**config.mk**
```make
export PLATFORM = sky130hd
export DESIGN_NAME = bus_transfer_tester
export DESIGN_NICKNAME = d
export VERILOG_FILES = /design/src/rtl/bt_pkg.sv /design/src/rtl/bt_pattern_gen.sv /design/src/rtl/bt_sequencer.sv /design/src/rtl/bt_result_tracker.sv /design/src/rtl/bus_transfer_tester.sv
export SDC_FILE = /design/constraint.sdc
export NUM_CORES = 1
export LEC_CHECK = 0
export CAP_MARGIN = 15
export CELL_PAD_IN_SITES_DETAIL_PLACEMENT = 1
export CELL_PAD_IN_SITES_GLOBAL_PLACEMENT = 2
export CORE_ASPECT_RATIO = 1.2
export CORE_MARGIN = 2
export CORE_UTILIZATION = 32
export CTS_CLUSTER_DIAMETER = 30
export DETAILED_ROUTE_END_ITERATION = 8
export PLACE_DENSITY_LB_ADDON = 0.1
export SYNTH_ARGS = -nofsm -noshare
export SYNTH_HDL_FRONTEND = slang
export SYNTH_SLANG_ARGS = --single-unit
```
**constraint.sdc**
```tcl
create_clock -name clk_i -period 2.77 [get_ports clk_i]
set_input_delay 0.6925 -clock clk_i [delete_from_list [all_inputs] [get_ports clk_i]]
set_output_delay 0.6925 -clock clk_i [all_outputs]
set_load 0.01 [all_outputs]
```
**src/rtl/bt_pkg.sv**
```systemverilog
package bt_pkg;
  typedef enum logic [1:0] {
    ST_IDLE,
    ST_WRITE,
    ST_DRAIN
  } bt_state_e;
endpackage

```
**src/rtl/bt_pattern_gen.sv**
```systemverilog
module bt_pattern_gen #(
  parameter int unsigned WIDTH   = 8,
  parameter int unsigned NUM_PAT = $clog2(WIDTH) + 1,
  parameter int unsigned IDX_W   = $clog2(NUM_PAT)
) (
  input  logic [IDX_W-1:0] idx_i,
  output logic [WIDTH-1:0] pattern_o
);
  localparam int unsigned LOG2 = NUM_PAT - 1;

  logic [NUM_PAT-1:0][WIDTH-1:0] tbl;

  for (genvar k = 0; k < LOG2; k++) begin : g_halve
    for (genvar i = 0; i < WIDTH; i++) begin : g_bit
      localparam int unsigned BIT_V = (i >> (LOG2 - 1 - k)) & 1;
      assign tbl[k][i] = (BIT_V != 0);
    end
  end

  // closing pattern: lower half ones
  for (genvar i = 0; i < WIDTH; i++) begin : g_final
    assign tbl[LOG2][i] = (i < WIDTH / 2);
  end

  always_comb begin
    pattern_o = '0;
    for (int k = 0; k < NUM_PAT; k++) begin
      if (int'(idx_i) == k) pattern_o = tbl[k];
    end
  end
endmodule

```
**src/rtl/bt_sequencer.sv**
```systemverilog
module bt_sequencer
  import bt_pkg::*;
#(
  parameter int unsigned NUM_PAT = 4,
  parameter int unsigned IDX_W   = $clog2(NUM_PAT)
) (
  input  logic             clk_i,
  input  logic             rst_ni,
  input  logic             start_i,
  output logic             accept_o,
  output logic             wr_valid_o,
  output logic [IDX_W-1:0] idx_o,
  output logic             done_o
);
  localparam logic [IDX_W-1:0] LAST = IDX_W'(NUM_PAT - 1);

  bt_state_e        state_q;
  logic [IDX_W-1:0] idx_q;
  logic             done_q;

  assign accept_o   = start_i && (state_q == ST_IDLE);
  assign wr_valid_o = (state_q == ST_WRITE);
  assign idx_o      = idx_q;
  assign done_o     = done_q;

  always_ff @(posedge clk_i or negedge rst_ni) begin
    if (!rst_ni) begin
      state_q <= ST_IDLE;
      idx_q   <= '0;
      done_q  <= 1'b0;
    end else begin
      unique case (state_q)
        ST_IDLE: if (start_i) begin
          state_q <= ST_WRITE;
          idx_q   <= '0;
          done_q  <= 1'b0;
        end
        ST_WRITE: if (idx_q == LAST) state_q <= ST_DRAIN;
                  else idx_q <= idx_q + 1'b1;
        ST_DRAIN: begin
          state_q <= ST_IDLE;
          done_q  <= 1'b1;
        end
        default: state_q <= ST_IDLE;
      endcase
    end
  end

  assert_quiet_when_done_R2: assert property (@(posedge clk_i) disable iff (!rst_ni)
    done_o |-> !wr_valid_o);

  assert_done_held_R6: assert property (@(posedge clk_i) disable iff (!rst_ni)
    (done_o && !start_i) |=> done_o);

  assert_run_not_restarted_R9: assert property (@(posedge clk_i) disable iff (!rst_ni)
    (state_q == ST_WRITE && idx_q != LAST) |=>
      (state_q == ST_WRITE && idx_q == $past(idx_q) + 1'b1));
endmodule

```
**src/rtl/bt_result_tracker.sv**
```systemverilog
module bt_result_tracker #(
  parameter int unsigned WIDTH = 8,
  parameter int unsigned IDX_W = 2
) (
  input  logic             clk_i,
  input  logic             rst_ni,
  input  logic             clear_i,
  input  logic             wr_valid_i,
  input  logic [WIDTH-1:0] wr_data_i,
  input  logic [IDX_W-1:0] wr_idx_i,
  input  logic [WIDTH-1:0] rd_data_i,
  output logic             fail_seen_o,
  output logic [IDX_W-1:0] fail_idx_o,
  output logic [WIDTH-1:0] fail_mask_o
);
  logic             cmp_valid_q;
  logic [WIDTH-1:0] exp_q;
  logic [IDX_W-1:0] cmp_idx_q;
  logic             fail_seen_q;
  logic [IDX_W-1:0] fail_idx_q;
  logic [WIDTH-1:0] fail_mask_q;
  logic [WIDTH-1:0] diff;

  assign diff = exp_q ^ rd_data_i;

  always_ff @(posedge clk_i or negedge rst_ni) begin
    if (!rst_ni) begin
      cmp_valid_q <= 1'b0;
      exp_q       <= '0;
      cmp_idx_q   <= '0;
      fail_seen_q <= 1'b0;
      fail_idx_q  <= '0;
      fail_mask_q <= '0;
    end else if (clear_i) begin
      cmp_valid_q <= 1'b0;
      fail_seen_q <= 1'b0;
      fail_idx_q  <= '0;
      fail_mask_q <= '0;
    end else begin
      cmp_valid_q <= wr_valid_i;
      if (wr_valid_i) begin
        exp_q     <= wr_data_i;
        cmp_idx_q <= wr_idx_i;
      end
      if (cmp_valid_q && diff != '0 && !fail_seen_q) begin
        fail_seen_q <= 1'b1;
        fail_idx_q  <= cmp_idx_q;
        fail_mask_q <= diff;
      end
    end
  end

  assign fail_seen_o = fail_seen_q;
  assign fail_idx_o  = fail_idx_q;
  assign fail_mask_o = fail_mask_q;

  assert_first_fail_kept_R8: assert property (@(posedge clk_i) disable iff (!rst_ni)
    (fail_seen_q && !clear_i) |=> ($stable(fail_idx_q) && $stable(fail_mask_q)));
endmodule

```
**src/rtl/bus_transfer_tester.sv**
```systemverilog
module bus_transfer_tester #(
  parameter int unsigned WIDTH = 8,
  localparam int unsigned NUM_PAT = $clog2(WIDTH) + 1,
  localparam int unsigned IDX_W   = $clog2(NUM_PAT)
) (
  input  logic             clk_i,
  input  logic             rst_ni,
  input  logic             start_i,
  output logic             wr_valid_o,
  output logic [WIDTH-1:0] wr_data_o,
  input  logic [WIDTH-1:0] rd_data_i,
  output logic             done_o,
  output logic             pass_o,
  output logic [IDX_W-1:0] first_fail_o,
  output logic [WIDTH-1:0] fail_mask_o
);
  logic             accept;
  logic             wr_valid;
  logic [IDX_W-1:0] idx;
  logic [WIDTH-1:0] pattern;
  logic             fail_seen;

  bt_sequencer #(.NUM_PAT(NUM_PAT), .IDX_W(IDX_W)) i_seq (
    .clk_i, .rst_ni, .start_i,
    .accept_o  (accept),
    .wr_valid_o(wr_valid),
    .idx_o     (idx),
    .done_o    (done_o)
  );

  bt_pattern_gen #(.WIDTH(WIDTH), .NUM_PAT(NUM_PAT), .IDX_W(IDX_W)) i_gen (
    .idx_i    (idx),
    .pattern_o(pattern)
  );

  bt_result_tracker #(.WIDTH(WIDTH), .IDX_W(IDX_W)) i_trk (
    .clk_i, .rst_ni,
    .clear_i    (accept),
    .wr_valid_i (wr_valid),
    .wr_data_i  (wr_data_o),
    .wr_idx_i   (idx),
    .rd_data_i,
    .fail_seen_o(fail_seen),
    .fail_idx_o (first_fail_o),
    .fail_mask_o(fail_mask_o)
  );

  assign wr_valid_o = wr_valid;
  assign wr_data_o  = wr_valid ? pattern : '0;
  assign pass_o     = done_o && !fail_seen;

  assert_pass_clean_R7: assert property (@(posedge clk_i) disable iff (!rst_ni)
    pass_o |-> (fail_mask_o == '0 && first_fail_o == '0));
endmodule

```
### Yosys cells after proc, flatten, opt, wreduce, memory -nomap -nowiden

Index checks and enable logic that the tools add are counted.
Widths: inputs -> output; s select.

| storage, ports and cells | value |
|---|---|
| flip-flop bits (word level) | 27 |
| bits of input ports | 11 |
| output and inout bits | 21 |
| logic and storage cells | 56 |

| operators by class | value |
|---|---|
| add/sub/neg operators | 1 |
| equality and inequality tests | 9 |
| mux-type cells | 20 |
| bitwise gates (word level) | 2 |
| reductions and logical operators | 15 |

Operators by type and width:

| operator | count |
|---|---|
| $mux 8 | 7 |
| $mux 2 | 6 |
| $eq 2x2->1 const B | 4 |
| $pmux 2 s2 | 2 |
| $reduce_bool 8->1 | 1 |
| $xor 8x8->8 | 1 |
| $ne 2x2->1 const B | 3 |
| $reduce_and 2->1 | 3 |
| $reduce_bool 2->1 | 3 |
| $eq 2x1->1 const B | 2 |
| $logic_and 1x1->1 | 4 |
| $logic_not 2->1 | 2 |
| $mux 1 | 4 |
| $reduce_and 3->1 | 1 |
| $add 2x1->2 const B | 1 |
| $pmux 1 s2 | 1 |
| $logic_not 1->1 | 1 |
| $not 1->1 | 1 |

### Longest topological paths before layout

| logic depth | value |
|---|---|
| depth in word-level cells | 6 |
| mapped depth | 7 |
| depth with buffers taken out | 6 |

### By module

From an unflattened synthesis, not the netlist that was laid out.

| second synthesis, totals | value |
|---|---|
| cells, all modules | 118 |
| area, all modules | 1373.8 um^2 |

By module, submodules not included:

| module | times used | cells each | area an instance (um^2) | seq. area each (um^2) |
|---|---|---|---|---|
| bt_result_tracker | 1 | 80 | 1038.5 | 550.5 |
| bt_sequencer | 1 | 21 | 242.7 | 125.1 |
| bus_transfer_tester | 1 | 9 | 56.3 | 0.0 |
| bt_pattern_gen | 1 | 8 | 36.3 | 0.0 |

### Worst setup path after synthesis

Ideal clock, no wire load.

| timing | value |
|---|---|
| kind | reg2out |
| start point | reg i_seq.state_q[1] |
| end point | out wr_data_o[5] |
| arrival | 1.151 ns |
| data required time | 2.078 ns |
| setup slack | 0.926 ns |
| cell stages (with the launch flop) | 6 |
| path buffers | 1 |
| cell sequence | dfrtp_1 -> nand2b_1 -> buf_2 -> inv_1 -> nand2b_1 -> nor2_1 |

| on the way | value |
|---|---|
| word-level cells in the longest chain between the ends | 2 |

RTL lines:

| item | line | text |
|---|---|---|
| start: declaration | bt_sequencer.sv:17 | `bt_state_e state_q;` |
| start signal: assignment | bt_sequencer.sv:28 | `state_q <= ST_IDLE;` |
| start signal: assignment | bt_sequencer.sv:34 | `state_q <= ST_WRITE;` |
| start signal: assignment | bt_sequencer.sv:38 | `ST_WRITE: if (idx_q == LAST) state_q <= ST_DRAIN;` |
| $eq 2x1->1 | bt_sequencer.sv:22 | `assign wr_valid_o = (state_q == ST_WRITE);` |
| net wr_valid_o | bus_transfer_tester.sv:9 | `output logic wr_valid_o,` |
| $mux 8 | bus_transfer_tester.sv:49 | `assign wr_data_o = wr_valid ? pattern : '0;` |
| end: declaration | bus_transfer_tester.sv:10 | `output logic [WIDTH-1:0] wr_data_o,` |

The timed path passes the listed nets, and every way through them passes these cells.

### Worst setup path after layout

| timing | value |
|---|---|
| start point | reg i_seq.idx_q[0], in the netlist i_seq.idx_o[0] |
| end point | out wr_data_o[5] |

| on the way | value |
|---|---|
| word-level cells in the longest chain between the ends | 6 |
| elaborated cells between the ends (all ways) | 9 |
| classes of those cells | 3 x eq/ne; 5 x mux; 1 x reduce/logical |

RTL lines:

| item | line | text |
|---|---|---|
| start: declaration | bt_sequencer.sv:18 | `logic [IDX_W-1:0] idx_q;` |
| start signal: assignment | bt_sequencer.sv:39 | `else idx_q <= idx_q + 1'b1;` |
| $logic_not 2->1 | bt_pattern_gen.sv:28 | `if (int'(idx_i) == k) pattern_o = tbl[k];` |
| $mux 8 (3 in series) | bt_pattern_gen.sv:28 |  |
| $mux 8 (*) | bt_pattern_gen.sv:28 |  |
| $mux 8 (*) | bus_transfer_tester.sv:49 |  |

Mark *: on every way between the ends. The rest lies on a longest branch, timed or not.

==> out/results.ini <==
[floorplanning]
dieWidth_um=62.02
rows=25
pin_count=32
coreArea_mm2=0.003910
fp.dieH_um=73.62
floorplan.initialDensity_pct=33.06
die_area_mm2=0.004566

[job]
cap_violations=0

[place]
io_buffers=31
place.gp.congestion=0.8030
placed_area_mm2=0.001660
hpwlAfterDp_mm=2.171

[power_and_ir_drop]
leakage_nw=0.8290
peakVddDrop_mv=0.4293
p_total_w=0.001958
powerDensity_mw_per_mm2=1137

[cells_and_area]
drive_above_1_share_pct=8.228
fin_util_pct=44.03
nets=176
n_fill_cell=442
antenna_cells=0
fin_area_mm2=0.001722
synthToLayoutAreaGrowth_pct=33.20

[logic_synthesis]
ys_seq_area_share_pct=52.27
yosysWarnings=0
avgSynthCellArea_um2=10.34
syn-num-nets=142
ys_types=22
syn_area_mm2=0.001292
syn_inst=125
synth_seq_cells=27

[timing]
finalCritPeriodShare_pct=94.85
rsz0062_at_grt=no
final-max-slew-violation-count=0
fin_tns_setup_ns=0
fmax_ghz=0.3806
clock_skew_ns=0.004552
tightest_slew_ns=0.7236
hold_viol=0
setup_violations=0
period_minus_slack_ns=2.627
maxSlewHeadroom_pct=51.76

[worst_setup_path]
critPathSlowestCell=clkdlybuf4s50_1
crit_required_ns=2.08
startpoint=i_seq.idx_o[0]
cp_max_fo=6
path_cells=ha_1, nand2b_2, nor2_2, clkdlybuf4s50_1
worstSetupEndpoint=wr_data_o[5]
rrSetupSlack_ns=1.23
crit_path_start_kind=flop
r2r_start=i_seq.state_q[0]
r2r_cells=3
slowest_delay_ns=0.55
r2r_end=i_seq.idx_o[0]
worst_ep_arrival_time_ns=1.93
critPathKind=flop to output port
end_kind=output port

[clocking]
clock_sinks=27
cts-root-buf=clkbuf_8
cts_tree=done
numCtsBuffers=3
h-tree-depth=1
clk_latency_ns=0.28
clkTransAtPathRegs_ns=0.09
clockBufferDepth=2

[drt]
routed_wl_mm=2.944
vias=969
drc=0
routedWlPerCell_um=13.89
drt_iter0_drc=27
vias_per_cell=4.571
drt_pre_antenna_iters=4
ant_nets=0

[global_route]
grt_max_degree=28
grt_first_pass_wirelength_mm=4.809
grt_util_all_layers_pct=14.53
antenna_found_initial=0
first_global_vias=1006
grt_overflow=0

[status]
status=complete, no violations

[hold_path]
hp-class=flop to flop
hold_depth=2

-- per-stage QoR --
stage | setup WS (ns) | hold WS, ns | std cells
2_1_floorplan | 0.9264 | 0.3969 | 125
3_3_place_gp | 0.4438 | 0.4745 | 207
3_5_place_dp | 0.3908 | 0.4764 | 207
4_1_cts | 0.05471 | 0.5009 | 211
5_1_grt | 0.02427 | 0.5324 | 212
6_report | 0.1428 | 0.4936 | 212
-- cell usage in the layout, fill, tap and decap left out --
cell type | netlist | final
nand2b_1 | 3 | 2
a21oi_1 | 1 | 1
clkdlybuf4s50_1 | 0 | 30
nand2b_2 | 0 | 1
o21ai_0 | 7 | 7
xor2_1 | 8 | 8
clkbuf_8 | 0 | 3
nand2_1 | 26 | 26
ha_1 | 6 | 6
o21a_1 | 1 | 1
or3_1 | 1 | 1
a21o_1 | 6 | 6
dlymetal6s2s_1 | 0 | 1
a21o_2 | 1 | 1
a21boi_0 | 1 | 1
clkbuf_1 | 3 | 1
nor4_2 | 2 | 2
nor2_1 | 8 | 7
dfrtp_1 | 27 | 26
inv_1 | 6 | 6
nand3_1 | 1 | 1
buf_4 | 0 | 4
and2_1 | 3 | 3
mux2i_1 | 10 | 10
nor2b_1 | 1 | 1
dfrtp_2 | 0 | 1
nor2_2 | 0 | 1
-- power breakdown --
group | leakage [nW] | internal (W) | switching, W
registers | 0.340 | 0.000566 | 0.000111
logic | 0.467 | 0.000523 | 0.000527
clock network | 0.0228 | 0.000103 | 0.000128
-- routing by layer --
| layer | up-vias | part of all wire, % | track usage (%) |
|---|---|---|---|
| met4 | 0 | 1.4 | 5.674 |
| met1 | 476 | 45 | 19.84 |
| met5 | - | 0 | 0 |
| li1 | 468 | - | - |
| met3 | 4 | 3.9 | 2.641 |
| met2 | 21 | 49 | 22.45 |
-- timing repair --
action,CTS,global route
hold buffers,0,0
hold endpoints to repair,0,0
buffers inserted,0,1
resized for setup,0,4
setup endpoints to repair,0,2
-- cells in the mapped netlist --
| cell | n | area share [%] |
|---|---|---|
| inv_1 | 6 | 1.7 |
| a21oi_1 | 1 | 0.39 |
| buf_6 | 1 | 0.87 |
| xor2_1 | 8 | 5.4 |
| ha_1 | 6 | 5.8 |
| a21o_2 | 1 | 0.68 |
| or3_1 | 1 | 0.48 |
| a21boi_0 | 1 | 0.58 |
| nand3_1 | 1 | 0.39 |
| nor2b_1 | 1 | 0.48 |
| clkbuf_1 | 3 | 0.87 |
| dfrtp_1 | 27 | 52 |
| and2_1 | 3 | 1.5 |
| mux2i_1 | 10 | 7.7 |
| buf_2 | 2 | 0.77 |
| a21o_1 | 6 | 3.5 |
| o21a_1 | 1 | 0.58 |
| o21ai_0 | 7 | 2.7 |
| nor4_2 | 2 | 1.9 |
| nor2_1 | 8 | 2.3 |
| nand2_1 | 26 | 7.6 |
| nand2b_1 | 3 | 1.5 |
-- cells by family after synthesis --
family / Yosys count / synth area share (%)
AND/OR/NAND/NOR: 45 / 16.07
flip-flops: 27 / 52.28
AO/OA/AOI/OAI: 17 / 8.422
buffers and inverters: 12 / 4.259
multiplexers: 10 / 7.745
XOR/XNOR: 8 / 5.421
adder cells (fa/ha/maj): 6 / 5.808
-- state kept, by name (all words and copies together), names as in the netlist --
name	flops
i_trk.fail_idx_o	2
i_trk.fail_mask_o	8
i_trk.exp_q	8
i_seq.done_o	1
i_trk.fail_seen_o	1
i_seq.idx_o	2
i_seq.state_q	2
i_trk.cmp_idx_q	2
i_trk.cmp_valid_q	1
-- cell type report --
type                    instances  area [µm²]  share of cell area [%]
clock buffers                   4       45.04                   2.616
inverters                       6       22.52                   1.308
multi-input cells              86       566.8                   32.92
flip-flops and latches         27       676.9                   39.32
well taps                      54       67.56                   3.924
repair buffers                 35       342.8                   19.91
-- worst max-delay path: cells and delay by family (launching register included) --
kind	cells	cell delay [ns]
flip-flops	1	0.45
buffers and inverters	1	0.55
AND/OR/NAND/NOR	2	0.40
adder cells (fa/ha/maj)	1	0.26
-- worst min-delay path by stage --
stage                        from                 end  slack [ns]
6_report       i_trk.cmp_idx_q[1]  i_trk.cmp_idx_q[1]        0.49
2_1_floorplan              rst_ni        i_seq.done_o        0.40
4_1_cts        i_trk.cmp_idx_q[1]  i_trk.cmp_idx_q[1]        0.50
3_5_place_dp   i_trk.cmp_idx_q[1]  i_trk.cmp_idx_q[1]        0.48
3_3_place_gp   i_trk.cmp_idx_q[1]  i_trk.cmp_idx_q[1]        0.47
5_1_grt            i_trk.exp_q[1]      i_trk.exp_q[1]        0.53
Power figures use the tool's default switching activity.
